**src/rtl/cos_wrr_pkg.sv**
```systemverilog
package cos_wrr_pkg;
    timeunit 1ns;
    timeprecision 1ps;

    localparam int NQ = 3;

    typedef enum logic [1:0] {
        Q_HI  = 2'd0,
        Q_MED = 2'd1,
        Q_LOW = 2'd2
    } qid_t;

    typedef enum logic [1:0] {
        IN_HEAD = 2'd0,
        IN_BODY = 2'd1,
        IN_SKIP = 2'd2
    } in_state_t;

    typedef enum logic {
        ARB_PICK = 1'b0,
        ARB_SEND = 1'b1
    } arb_state_t;

    function automatic qid_t classify(input logic bpdu, input logic [2:0] cos);
        if (bpdu || cos >= 3'd5) return Q_HI;
        if (cos >= 3'd2)         return Q_MED;
        return Q_LOW;
    endfunction

    function automatic qid_t next_q(input qid_t q);
        unique case (q)
            Q_HI:    return Q_MED;
            Q_MED:   return Q_LOW;
            default: return Q_HI;
        endcase
    endfunction
endpackage

```
**src/rtl/pkt_ring.sv**
```systemverilog
module pkt_ring #(
    parameter int DATA_W = 16,
    parameter int DEPTH  = 16
) (
    input  logic              clk,
    input  logic              rst_n,
    input  logic              push,
    input  logic [DATA_W-1:0] push_data,
    input  logic              push_last,
    input  logic              abort,
    output logic              full,
    input  logic              pop,
    output logic [DATA_W-1:0] head_data,
    output logic              head_last,
    output logic              has_pkt
);
    timeunit 1ns;
    timeprecision 1ps;

    localparam int AW = $clog2(DEPTH);
    localparam int PW = AW + 1;

    logic [DATA_W:0] mem [DEPTH];
    logic [PW-1:0]   wr_spec, wr_base, rd_ptr, occ;
    logic [PW-1:0]   pkt_cnt;
    logic            commit, retire;

    assign occ       = wr_spec - rd_ptr;
    assign full      = (occ == PW'(DEPTH));
    assign commit    = push && push_last;
    assign retire    = pop && head_last;
    assign has_pkt   = (pkt_cnt != '0);
    assign head_data = mem[rd_ptr[AW-1:0]][DATA_W-1:0];
    assign head_last = mem[rd_ptr[AW-1:0]][DATA_W];

    always_ff @(posedge clk) begin
        if (push) mem[wr_spec[AW-1:0]] <= {push_last, push_data};
    end

    always_ff @(posedge clk) begin
        if (!rst_n) begin
            wr_spec <= '0;
            wr_base <= '0;
            rd_ptr  <= '0;
            pkt_cnt <= '0;
        end else begin
            if (abort) begin
                wr_spec <= wr_base;
            end else if (push) begin
                wr_spec <= wr_spec + PW'(1);
                if (push_last) wr_base <= wr_spec + PW'(1);
            end
            if (pop) rd_ptr <= rd_ptr + PW'(1);
            pkt_cnt <= pkt_cnt + PW'(commit) - PW'(retire);
        end
    end


    ring_room_chk: assert property (@(posedge clk) disable iff (!rst_n)
        push |-> !full);

    pop_commit_chk: assert property (@(posedge clk) disable iff (!rst_n)
        pop |-> has_pkt);

    push_abort_excl_chk: assert property (@(posedge clk) disable iff (!rst_n)
        !(push && abort));
endmodule

```
**src/rtl/in_classifier.sv**
```systemverilog
module in_classifier
    import cos_wrr_pkg::*;
#(
    parameter int DATA_W   = 16,
    parameter int BPDU_BIT = 3,
    parameter int COS_LSB  = 0,
    parameter int CNT_W    = 16
) (
    input  logic                      clk,
    input  logic                      rst_n,
    input  logic                      s_valid,
    input  logic [DATA_W-1:0]         s_data,
    input  logic                      s_last,
    input  logic [NQ-1:0]             full,
    output logic [NQ-1:0]             push,
    output logic [NQ-1:0]             abort,
    output logic [NQ-1:0][CNT_W-1:0]  drop_cnt
);
    timeunit 1ns;
    timeprecision 1ps;

    in_state_t st, st_n;
    qid_t      cur_q, hdr_q, tgt;
    logic      drop_hit;

    assign hdr_q = classify(s_data[BPDU_BIT], s_data[COS_LSB +: 3]);
    assign tgt   = (st == IN_HEAD) ? hdr_q : cur_q;

    always_ff @(posedge clk) begin
        if (!rst_n) begin
            st       <= IN_HEAD;
            cur_q    <= Q_LOW;
            drop_cnt <= '0;
        end else begin
            st <= st_n;
            if (st == IN_HEAD && s_valid) cur_q <= hdr_q;
            if (drop_hit) drop_cnt[tgt] <= drop_cnt[tgt] + CNT_W'(1);
        end
    end

    always_comb begin
        st_n     = st;
        push     = '0;
        abort    = '0;
        drop_hit = 1'b0;
        unique case (st)
            IN_HEAD: if (s_valid) begin
                if (full[tgt]) begin
                    drop_hit = 1'b1;
                    st_n     = s_last ? IN_HEAD : IN_SKIP;
                end else begin
                    push[tgt] = 1'b1;
                    st_n      = s_last ? IN_HEAD : IN_BODY;
                end
            end
            IN_BODY: if (s_valid) begin
                if (full[tgt]) begin
                    abort[tgt] = 1'b1;
                    drop_hit   = 1'b1;
                    st_n       = s_last ? IN_HEAD : IN_SKIP;
                end else begin
                    push[tgt] = 1'b1;
                    st_n      = s_last ? IN_HEAD : IN_BODY;
                end
            end
            IN_SKIP: if (s_valid && s_last) st_n = IN_HEAD;
            default: st_n = IN_HEAD;
        endcase
    end


    bpdu_high_chk: assert property (@(posedge clk) disable iff (!rst_n)
        (st == IN_HEAD && s_valid && s_data[BPDU_BIT] && !full[0]) |-> push[0]);

    one_target_chk: assert property (@(posedge clk) disable iff (!rst_n)
        $onehot0(push | abort));

    drop_step_chk: assert property (@(posedge clk) disable iff (!rst_n)
        !drop_hit |=> $stable(drop_cnt));
endmodule

```
**src/rtl/wrr_arbiter.sv**
```systemverilog
module wrr_arbiter
    import cos_wrr_pkg::*;
#(
    parameter int DATA_W = 16,
    parameter int WT_W   = 4
) (
    input  logic                      clk,
    input  logic                      rst_n,
    input  logic [NQ-1:0]             has_pkt,
    input  logic [NQ-1:0][DATA_W-1:0] head_data,
    input  logic [NQ-1:0]             head_last,
    input  logic [NQ-1:0][WT_W-1:0]   weights,
    output logic [NQ-1:0]             pop,
    output logic                      m_valid,
    input  logic                      m_ready,
    output logic [DATA_W-1:0]         m_data,
    output logic                      m_last,
    output logic [1:0]                m_qid
);
    timeunit 1ns;
    timeprecision 1ps;

    arb_state_t        st, st_n;
    qid_t              cur, cur_n;
    logic [WT_W-1:0]   credit, credit_n;

    always_ff @(posedge clk) begin
        if (!rst_n) begin
            st     <= ARB_PICK;
            cur    <= Q_LOW;
            credit <= '0;
        end else begin
            st     <= st_n;
            cur    <= cur_n;
            credit <= credit_n;
        end
    end

    always_comb begin
        st_n     = st;
        cur_n    = cur;
        credit_n = credit;
        pop      = '0;
        unique case (st)
            ARB_PICK: if (has_pkt != '0) begin
                if (has_pkt[cur] && credit != '0) begin
                    st_n     = ARB_SEND;
                    credit_n = credit - WT_W'(1);
                end else begin
                    cur_n    = next_q(cur);
                    credit_n = (weights[cur_n] == '0) ? WT_W'(1) : weights[cur_n];
                end
            end
            ARB_SEND: if (m_ready) begin
                pop[cur] = 1'b1;
                if (head_last[cur]) st_n = ARB_PICK;
            end
            default: st_n = ARB_PICK;
        endcase
    end

    always_comb begin
        m_valid = (st == ARB_SEND);
        m_data  = head_data[cur];
        m_last  = head_last[cur];
        m_qid   = cur;
    end


    out_hold_chk: assert property (@(posedge clk) disable iff (!rst_n)
        (m_valid && !m_ready) |=> (m_valid && $stable(m_data) && $stable(m_last) && $stable(m_qid)));

    no_interleave_chk: assert property (@(posedge clk) disable iff (!rst_n)
        (m_valid && m_ready && !m_last) |=> (m_valid && $stable(m_qid)));

    send_ready_chk: assert property (@(posedge clk) disable iff (!rst_n)
        $rose(m_valid) |-> $past(has_pkt[cur]));

    single_pop_chk: assert property (@(posedge clk) disable iff (!rst_n)
        $onehot0(pop));
endmodule

```
**src/rtl/cos_wrr_sched.sv**
```systemverilog
module cos_wrr_sched
    import cos_wrr_pkg::*;
#(
    parameter int DATA_W   = 16,
    parameter int DEPTH    = 16,
    parameter int WT_W     = 4,
    parameter int CNT_W    = 16,
    parameter int BPDU_BIT = 3,
    parameter int COS_LSB  = 0
) (
    input  logic              clk,
    input  logic              rst_n,
    input  logic              s_valid,
    input  logic [DATA_W-1:0] s_data,
    input  logic              s_last,
    output logic              m_valid,
    input  logic              m_ready,
    output logic [DATA_W-1:0] m_data,
    output logic              m_last,
    output logic [1:0]        m_qid,
    input  logic [WT_W-1:0]   weight_hi,
    input  logic [WT_W-1:0]   weight_med,
    input  logic [WT_W-1:0]   weight_low,
    output logic [CNT_W-1:0]  drop_hi,
    output logic [CNT_W-1:0]  drop_med,
    output logic [CNT_W-1:0]  drop_low
);
    timeunit 1ns;
    timeprecision 1ps;

    logic [NQ-1:0]             full, push, abort, pop, has_pkt, head_last;
    logic [NQ-1:0][DATA_W-1:0] head_data;
    logic [NQ-1:0][CNT_W-1:0]  drop_cnt;
    logic [NQ-1:0][WT_W-1:0]   weights;

    assign weights  = {weight_low, weight_med, weight_hi};
    assign drop_hi  = drop_cnt[0];
    assign drop_med = drop_cnt[1];
    assign drop_low = drop_cnt[2];

    in_classifier #(
        .DATA_W(DATA_W), .BPDU_BIT(BPDU_BIT), .COS_LSB(COS_LSB), .CNT_W(CNT_W)
    ) cls_i (
        .clk(clk), .rst_n(rst_n), .s_valid(s_valid), .s_data(s_data),
        .s_last(s_last), .full(full), .push(push), .abort(abort),
        .drop_cnt(drop_cnt)
    );

    for (genvar q = 0; q < NQ; q++) begin : g_ring
        pkt_ring #(.DATA_W(DATA_W), .DEPTH(DEPTH)) ring_i (
            .clk(clk), .rst_n(rst_n), .push(push[q]), .push_data(s_data),
            .push_last(s_last), .abort(abort[q]), .full(full[q]),
            .pop(pop[q]), .head_data(head_data[q]), .head_last(head_last[q]),
            .has_pkt(has_pkt[q])
        );
    end

    wrr_arbiter #(.DATA_W(DATA_W), .WT_W(WT_W)) arb_i (
        .clk(clk), .rst_n(rst_n), .has_pkt(has_pkt), .head_data(head_data),
        .head_last(head_last), .weights(weights), .pop(pop),
        .m_valid(m_valid), .m_ready(m_ready), .m_data(m_data),
        .m_last(m_last), .m_qid(m_qid)
    );


    reset_quiet_chk: assert property (@(posedge clk)
        !rst_n |=> (!m_valid && drop_hi == '0 && drop_med == '0 && drop_low == '0));
endmodule

```
**config.mk**
```make
export PLATFORM = sky130hd
export DESIGN_NAME = cos_wrr_sched
export DESIGN_NICKNAME = d
export VERILOG_FILES = /design/src/rtl/cos_wrr_pkg.sv /design/src/rtl/pkt_ring.sv /design/src/rtl/in_classifier.sv /design/src/rtl/wrr_arbiter.sv /design/src/rtl/cos_wrr_sched.sv
export SDC_FILE = /design/constraint.sdc
export NUM_CORES = 1
export LEC_CHECK = 0
export CORE_MARGIN = 3
export CORE_UTILIZATION = 60
export DETAILED_ROUTE_END_ITERATION = 6
export PLACE_DENSITY = 0.83
export SLEW_MARGIN = 5
export SYNTH_ARGS = -nofsm -noshare
export SYNTH_HDL_FRONTEND = slang
export SYNTH_HIERARCHICAL = 1
export SYNTH_SLANG_ARGS = --single-unit
```
**constraint.sdc**
```tcl
create_clock -name clk -period 5 [get_ports clk]
set_input_delay 1.25 -clock clk [delete_from_list [all_inputs] [get_ports clk]]
set_output_delay 1.25 -clock clk [all_outputs]
set_load 0.005 [all_outputs]
```
; ---- Yosys cells after proc, flatten, opt, wreduce, memory -nomap -nowiden
; Memory sizes are Yosys's and may differ from the RTL's. A register that Yosys moved wholly into a read port is not among the register bits.
; Index checks and enable logic that the tools add are counted.
; W data, S select, Z words.
[word_totals]
output_inout_bits = 68
mem_bits_rw = 816
register_bits = 119
memories = 3
inputBits = 33
wordCells = 163
[classes]
n_eq_ne = 8
bitwise = 5
addsub = 17
n_lt_le_gt_ge = 7
reduce_logical = 30
mux = 73
[mem_list]
columns = name, depth, word_bits, read_ports, rd_clocked_by_memory_dff, write_ports, line
row1 = g_ring[0].ring_i.mem, 16, 17, 1, 1, 1, pkt_ring.sv:23  ; logic [DATA_W:0] mem [DEPTH];
row2 = g_ring[1].ring_i.mem, 16, 17, 1, 1, 1, pkt_ring.sv:23
row3 = g_ring[2].ring_i.mem, 16, 17, 1, 1, 1, pkt_ring.sv:23
[ops]
columns = operator, n
row1 = $bmux W16 S2, 2
row2 = $bwmux W48, 1
row3 = $mux W16, 3
row4 = $mux W4, 9
row5 = $demux W16 S2, 1
row6 = $add A5 B1 Y5 const B, 6
row7 = $mux W5, 6
row8 = $mux W2, 12
row9 = $mux W3, 8
row10 = $mux W1, 22
row11 = $add A16 B1 Y16 const B, 1
row12 = $add A5 B1 Y5, 3
row13 = $eq A5 B5 Y1 const B, 3
row14 = $reduce_bool A5 Y1, 3
row15 = $sub A5 B1 Y5, 3
row16 = $sub A5 B5 Y5, 3
row17 = $reduce_and A3 Y1, 4
row18 = $logic_and A1 B1 Y1, 11
row19 = $lt A2 B3 Y1 const B, 3
row20 = $bmux W4 S2, 1
row21 = $pmux W2 S2, 2
row22 = $bmux W1 S2, 3
row23 = $reduce_bool A2 Y1, 3
row24 = $not A1 Y1, 5
row25 = other kinds (16), 22

; ---- Depth between registers and ports, before layout
[logic_depth]
depth_word = 17
depth_mapped = 18
mapped_depth_nobuf = 16

; ---- Modules after synthesis
; The synthesis kept the hierarchy.
[by_module_without_submodules]
columns = module, seq_area_each_um2, cells_per_inst, area_per_inst_um2, instances
row1 = pkt_ring at g_ring[0].ring_i, 8648.3, 581, 11562.3, 1
row2 = pkt_ring at g_ring[1].ring_i, 8648.3, 580, 11557.3, 1
row3 = pkt_ring at g_ring[2].ring_i, 8648.3, 580, 11556.1, 1
row4 = in_classifier, 1041.0, 428, 3218.1, 1
row5 = wrr_arbiter, 140.1, 119, 879.6, 1

; ---- Worst setup path before layout
; Ideal clock, no wire load.
[synth_path]
path_type = in2reg
from = in s_data[1]
to = reg g_ring[2].ring_i.pkt_cnt[4]
path_stages = 16
setup_ns = 0.116
slack_ns = 0.397
required_ns = 4.884
n_path_buf = 4
arrival_ns = 4.488
cell_sequence = or3_4 o31a_1 buf_6 buf_6 buf_4 nor4_1 buf_2 nand2_1 ha_1 inv_1 ha_1 fa_1 a21oi_1 nor2_1 or3_1 and3_1
[synth_via]
elab_chain_len = 16
word_cells_on_any_way = 23
cone_classes = add/sub (2) / order compare (4) / mux (14) / reduce/logical (3)
[synth_lines]
columns = item, line
row1 = "start, declared", cos_wrr_sched.sv:14  ; input logic [DATA_W-1:0] s_data,
row2 = $ge A3 B2 Y1, cos_wrr_pkg.sv:26  ; if (cos >= 3'd2) return Q_MED;
row3 = $mux W1 (2 in a row), cos_wrr_pkg.sv:26
row4 = $mux W2, cos_wrr_pkg.sv:27  ; return Q_LOW;
row5 = $mux W2 (*), cos_wrr_pkg.sv:26
row6 = $mux W2 (*), in_classifier.sv:27  ; assign tgt = (st == IN_HEAD) ? hdr_q : cur_q;
row7 = $lt A2 B3 Y1 (not written as such) or $ge A2 B1 Y1 (tied branches), "in_classifier.sv:52, in_classifier.sv:62"
row8 = $logic_and A1 B1 Y1 (not written as such), "in_classifier.sv:52, in_classifier.sv:62"
row9 = $mux W1 (not written as such), "in_classifier.sv:52, in_classifier.sv:62"
row10 = $demux W1 S2, n/a
row11 = $mux W3 (*), "in_classifier.sv:48, in_classifier.sv:57"
row12 = $mux W3 (*), in_classifier.sv:56  ; IN_BODY: if (s_valid) begin
row13 = $mux W3 (*), n/a
row14 = named net push[2], cos_wrr_sched.sv:31  ; logic [NQ-1:0] full, push, abort, pop, has_pkt, head_last;
row15 = $logic_and A1 B1 Y1 (*), pkt_ring.sv:30  ; assign commit = push && push_last;
row16 = $add A5 B1 Y5 (*), pkt_ring.sv:54  ; pkt_cnt <= pkt_cnt + PW'(commit) - PW'(retire);
row17 = $sub A5 B1 Y5 (*), pkt_ring.sv:54
row18 = "end signal, assigned", pkt_ring.sv:54
row19 = "end, declared", pkt_ring.sv:25  ; logic [PW-1:0] pkt_cnt;
; The timed path passes the listed nets; every way through them passes the cells marked *. The select of a mux whose other input is x is not followed.
; A chain may end at the register's enable or synchronous reset.

==> results_dict.tcl <==
set metrics [dict create \
    clock_skew_ns 0.0432 \
    cp-end-kind "output pin" \
    area_delta_synth_final_pct 14.3 \
    route.detailed.wl_per_inst_um 30.0 \
    async_reset_ff_share_pct 0 \
    tns_ns 0 \
    worstSetupPathType "reg2out" \
    numPortBuffers 100 \
    crit_buf_inv 2 \
    antenna_found_initial 4 \
    hp-class "reg2reg" \
    h-tree-depth 3 \
    drv_slew 0 \
    path_cells "buf_4 -> mux4_2 -> a22oi_1 -> nand2_1 -> mux2i_1 -> o21ai_0 -> clkdlybuf4s50_1" \
    grt_usage_pct 30.5 \
    viasPerCell 6.87 \
    finalCritPeriodShare_pct 96.2 \
    status "complete, but fails checks" \
    slowest_stage "dfxtp_2" \
    start_util_pct 61.0 \
    ir_worst_vdd_mv 0.292 \
    dp_hpwl_um 57400 \
    ys_ff_latch 947 \
    row_count 92 \
    num_io_pins 101 \
    synth-edff-count 816 \
    switching_share_pct 23.0 \
    drt-initial-drc-count 3011 \
    clk_pin_slew_worst_paths_ns 0.06 \
    syn_avg_cell_area_um2 16.9 \
    overflow 0 \
    die_w_um 260 \
    worstMarginPinSlew_ns 1.29 \
    grt_pass1_wl_um 152000 \
    place_congestion 0.887 \
    synth_cell_types 78 \
    cap_violations 0 \
    die_area_mm2 0.0677 \
    grt_max_degree 68 \
    worstPathMaxFanout 25 \
    synthesis.area_mm2 0.0388 \
    dp.cells 3212 \
    final_hold_viol_count 0 \
    p_per_area_mw_per_mm2 398 \
    insertion_delay_ns 0.66 \
    syn-instance-count 2288 \
    drc 2 \
    yosys_warnings 6 \
    p_comb_share_pct 9.1 \
    root_buffer "clkbuf_16" \
    required_ns 3.75 \
    rsz0062_at_grt "no" \
    vias 23292 \
    power_frac_clock_pct 40.8 \
    crit_family "buffers and inverters" \
    arrival_ns 3.56 \
    ys_seq_area_share_pct 70.0 \
    critPathMaxStageDelay_ns 0.80 \
    final_cells 3388 \
    numCtsBuffers 93 \
    final_area_mm2 0.0443 \
    r2r_slack_ns 0.70 \
    max_freq_mhz 208 \
    core_mm2 0.0635 \
    wirelength_um 102000 \
    drive_gt1_share_pct 20.5 \
    critPathLaunchType "flip-flop" \
    clock_sinks 947 \
    die-height_um 260 \
    antenna_left 0 \
    switchingPower_w 0.00406 \
    fin_nets 2548 \
    synth_nets 2371 \
    setup_violations 0 \
    period_minus_slack_ns 4.81 \
    first_pass_iters 7 \
    cts_tree "built" \
    cts_max_path_buffers 3 \
    internal-power_w 0.0136 \
    dpl_cell_area_mm2 0.0411 \
    violations "DRC" \
    slew_headroom_pct 13.2 \
    synth_ff_type "edfxtp_1" \
    grt_pass1_vias 23899 \
    leakage_nw 14.6 \
    seqPwrFrac_pct 50.1 \
]
worst reg2reg max path: stages, from the launching register on:
cell     delay [ns]
dfxtp_1        0.65
ha_1           0.37
a21oi_1        0.14
o21ai_0        0.13
or4_1          0.49
a31oi_1        0.45
nor3_1         0.16
nand2_1        0.15
ha_1           0.15
inv_1          0.04
ha_1           0.20
fa_1           0.44
a21oi_1        0.21
nor2_1         0.07
or3_1          0.34
and3_1         0.19
cell usage after synthesis (all sizes together) (47+ instances only):
master	n	area, um2
clkbuf	58	218
inv	47	176
nand2	177	669
and2	47	294
a22oi	98	736
nand3	85	430
dfxtp	131	2620
mux4	204	4590
buf	73	457
o21ai	63	323
edfxtp	816	24500
nor2	75	284
ha	47	588
logic make-up (layout without fill, tap and decap cells):
| group | after synthesis | after routing | synth area share [%] |
|---|---|---|---|
| AOI/OAI and AO/OA | 287 | 287 | 5.23 |
| xor gates and xnor gates | 52 | 52 | 1.17 |
| adders and majority gates | 50 | 50 | 1.67 |
| buffers and inverters | 178 | 430 | 2.19 |
| DFF | 947 | 947 | 70.0 |
| muxes | 242 | 242 | 12.9 |
| other | 0 | 2 | 0 |
| and+or+nand+nor | 532 | 532 | 6.90 |
repair_timing:
| item | 4_1_cts | 5_1_grt |
|---|---|---|
| setup endpoints to repair | 5 | 1 |
| buffers inserted | 2 | 2 |
| cloned | 0 | 0 |
| resized for setup | 0 | 2 |
| hold buffers | 0 | 0 |
state kept, by name (all words and copies together) (netlist names), named ones only:
name and cells:
g_ring.ring_i/wr_spec 15, cls_i/st 2, arb_i/m_valid 1, arb_i/credit 4, g_ring.ring_i/mem 816, g_ring.ring_i/wr_base 15, cls_i/drop_cnt 48, g_ring.ring_i/pkt_cnt 15
arb_i/m_qid 2, cls_i/cur_q 2, g_ring.ring_i/rd_ptr 15
path summary, 6_finish.rpt:
| kind | startpoint | endpoint | cells past startpoint |
|---|---|---|---|
| worst min-delay path | g_ring[2].ring_i/wr_base[1]$_SDFFE_PN0P_ | g_ring[2].ring_i/wr_base[1]$_SDFFE_PN0P_ | 2 |
| worst max register to register | g_ring[1].ring_i/wr_spec[2]$_SDFFE_PN0P_ | g_ring[1].ring_i/pkt_cnt[4]$_SDFF_PN0_ | 15 |
| worst max-delay path | flip-flop | m_data[6] | 7 |
| worst min register to register | g_ring[2].ring_i/wr_base[1]$_SDFFE_PN0P_ | g_ring[2].ring_i/wr_base[1]$_SDFFE_PN0P_ | 2 |
metrics by stage:
step / hold WS (ns) / worst slack (ns) / utilization (%) / power [W]
CTS: 0.486 / 0.110 / 69.7 / 0.0176
detailed placement: 0.477 / 0.157 / 64.7 / 0.0105
global placement: 0.469 / 0.334 / 64.7 / 0.0104
global route: 0.504 / 0.0761 / 69.7 / 0.0181
finish: 0.485 / 0.191 / 69.7 / 0.0176
floorplan: 0.458 / 0.397 / - / 0.00987
layer usage:
layer	vias up	track usage [%]	routed length, um
met5	-	0	13
met4	2	13.1	4420
met3	328	7.01	12000
met2	1832	49.3	50300
met1	11704	40.1	35100
li1	9426	-	-
power by group through the flow:
stage,clock (W),sequential (W),combinational [W]
2_1_floorplan,0,0.00888,0.000991
6_report,0.00719,0.00882,0.00160
3_5_place_dp,0,0.00901,0.00150
3_3_place_gp,0,0.00900,0.00143
5_1_grt,0.00753,0.00883,0.00171
4_1_cts,0.00726,0.00883,0.00156
layout by cell type, fill, tap and decap left out, types with 5 or more instances in the layout:
cell type / Yosys / routed
xor2_1: 28 / 28
clkbuf_1: 58 / 13
a22oi_1: 98 / 98
or3_1: 22 / 22
o211a_1: 18 / 18
nand4_1: 39 / 39
xnor2_1: 24 / 24
ha_1: 47 / 47
and3_1: 6 / 6
mux2i_1: 33 / 33
clkinv_2: 0 / 20
and2_1: 47 / 46
inv_1: 46 / 46
nand2_1: 175 / 175
mux4_2: 204 / 204
nor2b_1: 17 / 17
a21o_1: 5 / 5
nor3_1: 23 / 11
bufinv_16: 0 / 12
edfxtp_1: 816 / 816
nand3_1: 84 / 84
o211ai_1: 15 / 15
nor3_2: 2 / 14
o21ai_0: 59 / 59
a21oi_1: 41 / 41
clkbuf_16: 0 / 96
a211oi_1: 6 / 6
buf_4: 3 / 102
a32oi_1: 5 / 5
clkdlybuf4s50_1: 0 / 89
dfxtp_1: 131 / 124
nand2b_1: 13 / 13
clkinv_1: 0 / 18
nor2_1: 74 / 72
buf_2: 47 / 11
buf_12: 0 / 9
cell type report:
| cell class | instances | area, um2 |
|---|---|---|
| Inverter | 47 | 176 |
| Tap cell | 846 | 1060 |
| Multi-Input combinational cell | 1163 | 10900 |
| Clock inverter | 61 | 679 |
| Clock buffer | 109 | 2450 |
| Fill cell | 3728 | 19200 |
| Antenna cell | 2 | 5.00 |
| Sequential cell | 947 | 27100 |
| Timing Repair Buffer | 213 | 1930 |
Note: power is estimated with default switching activity, not from simulation.
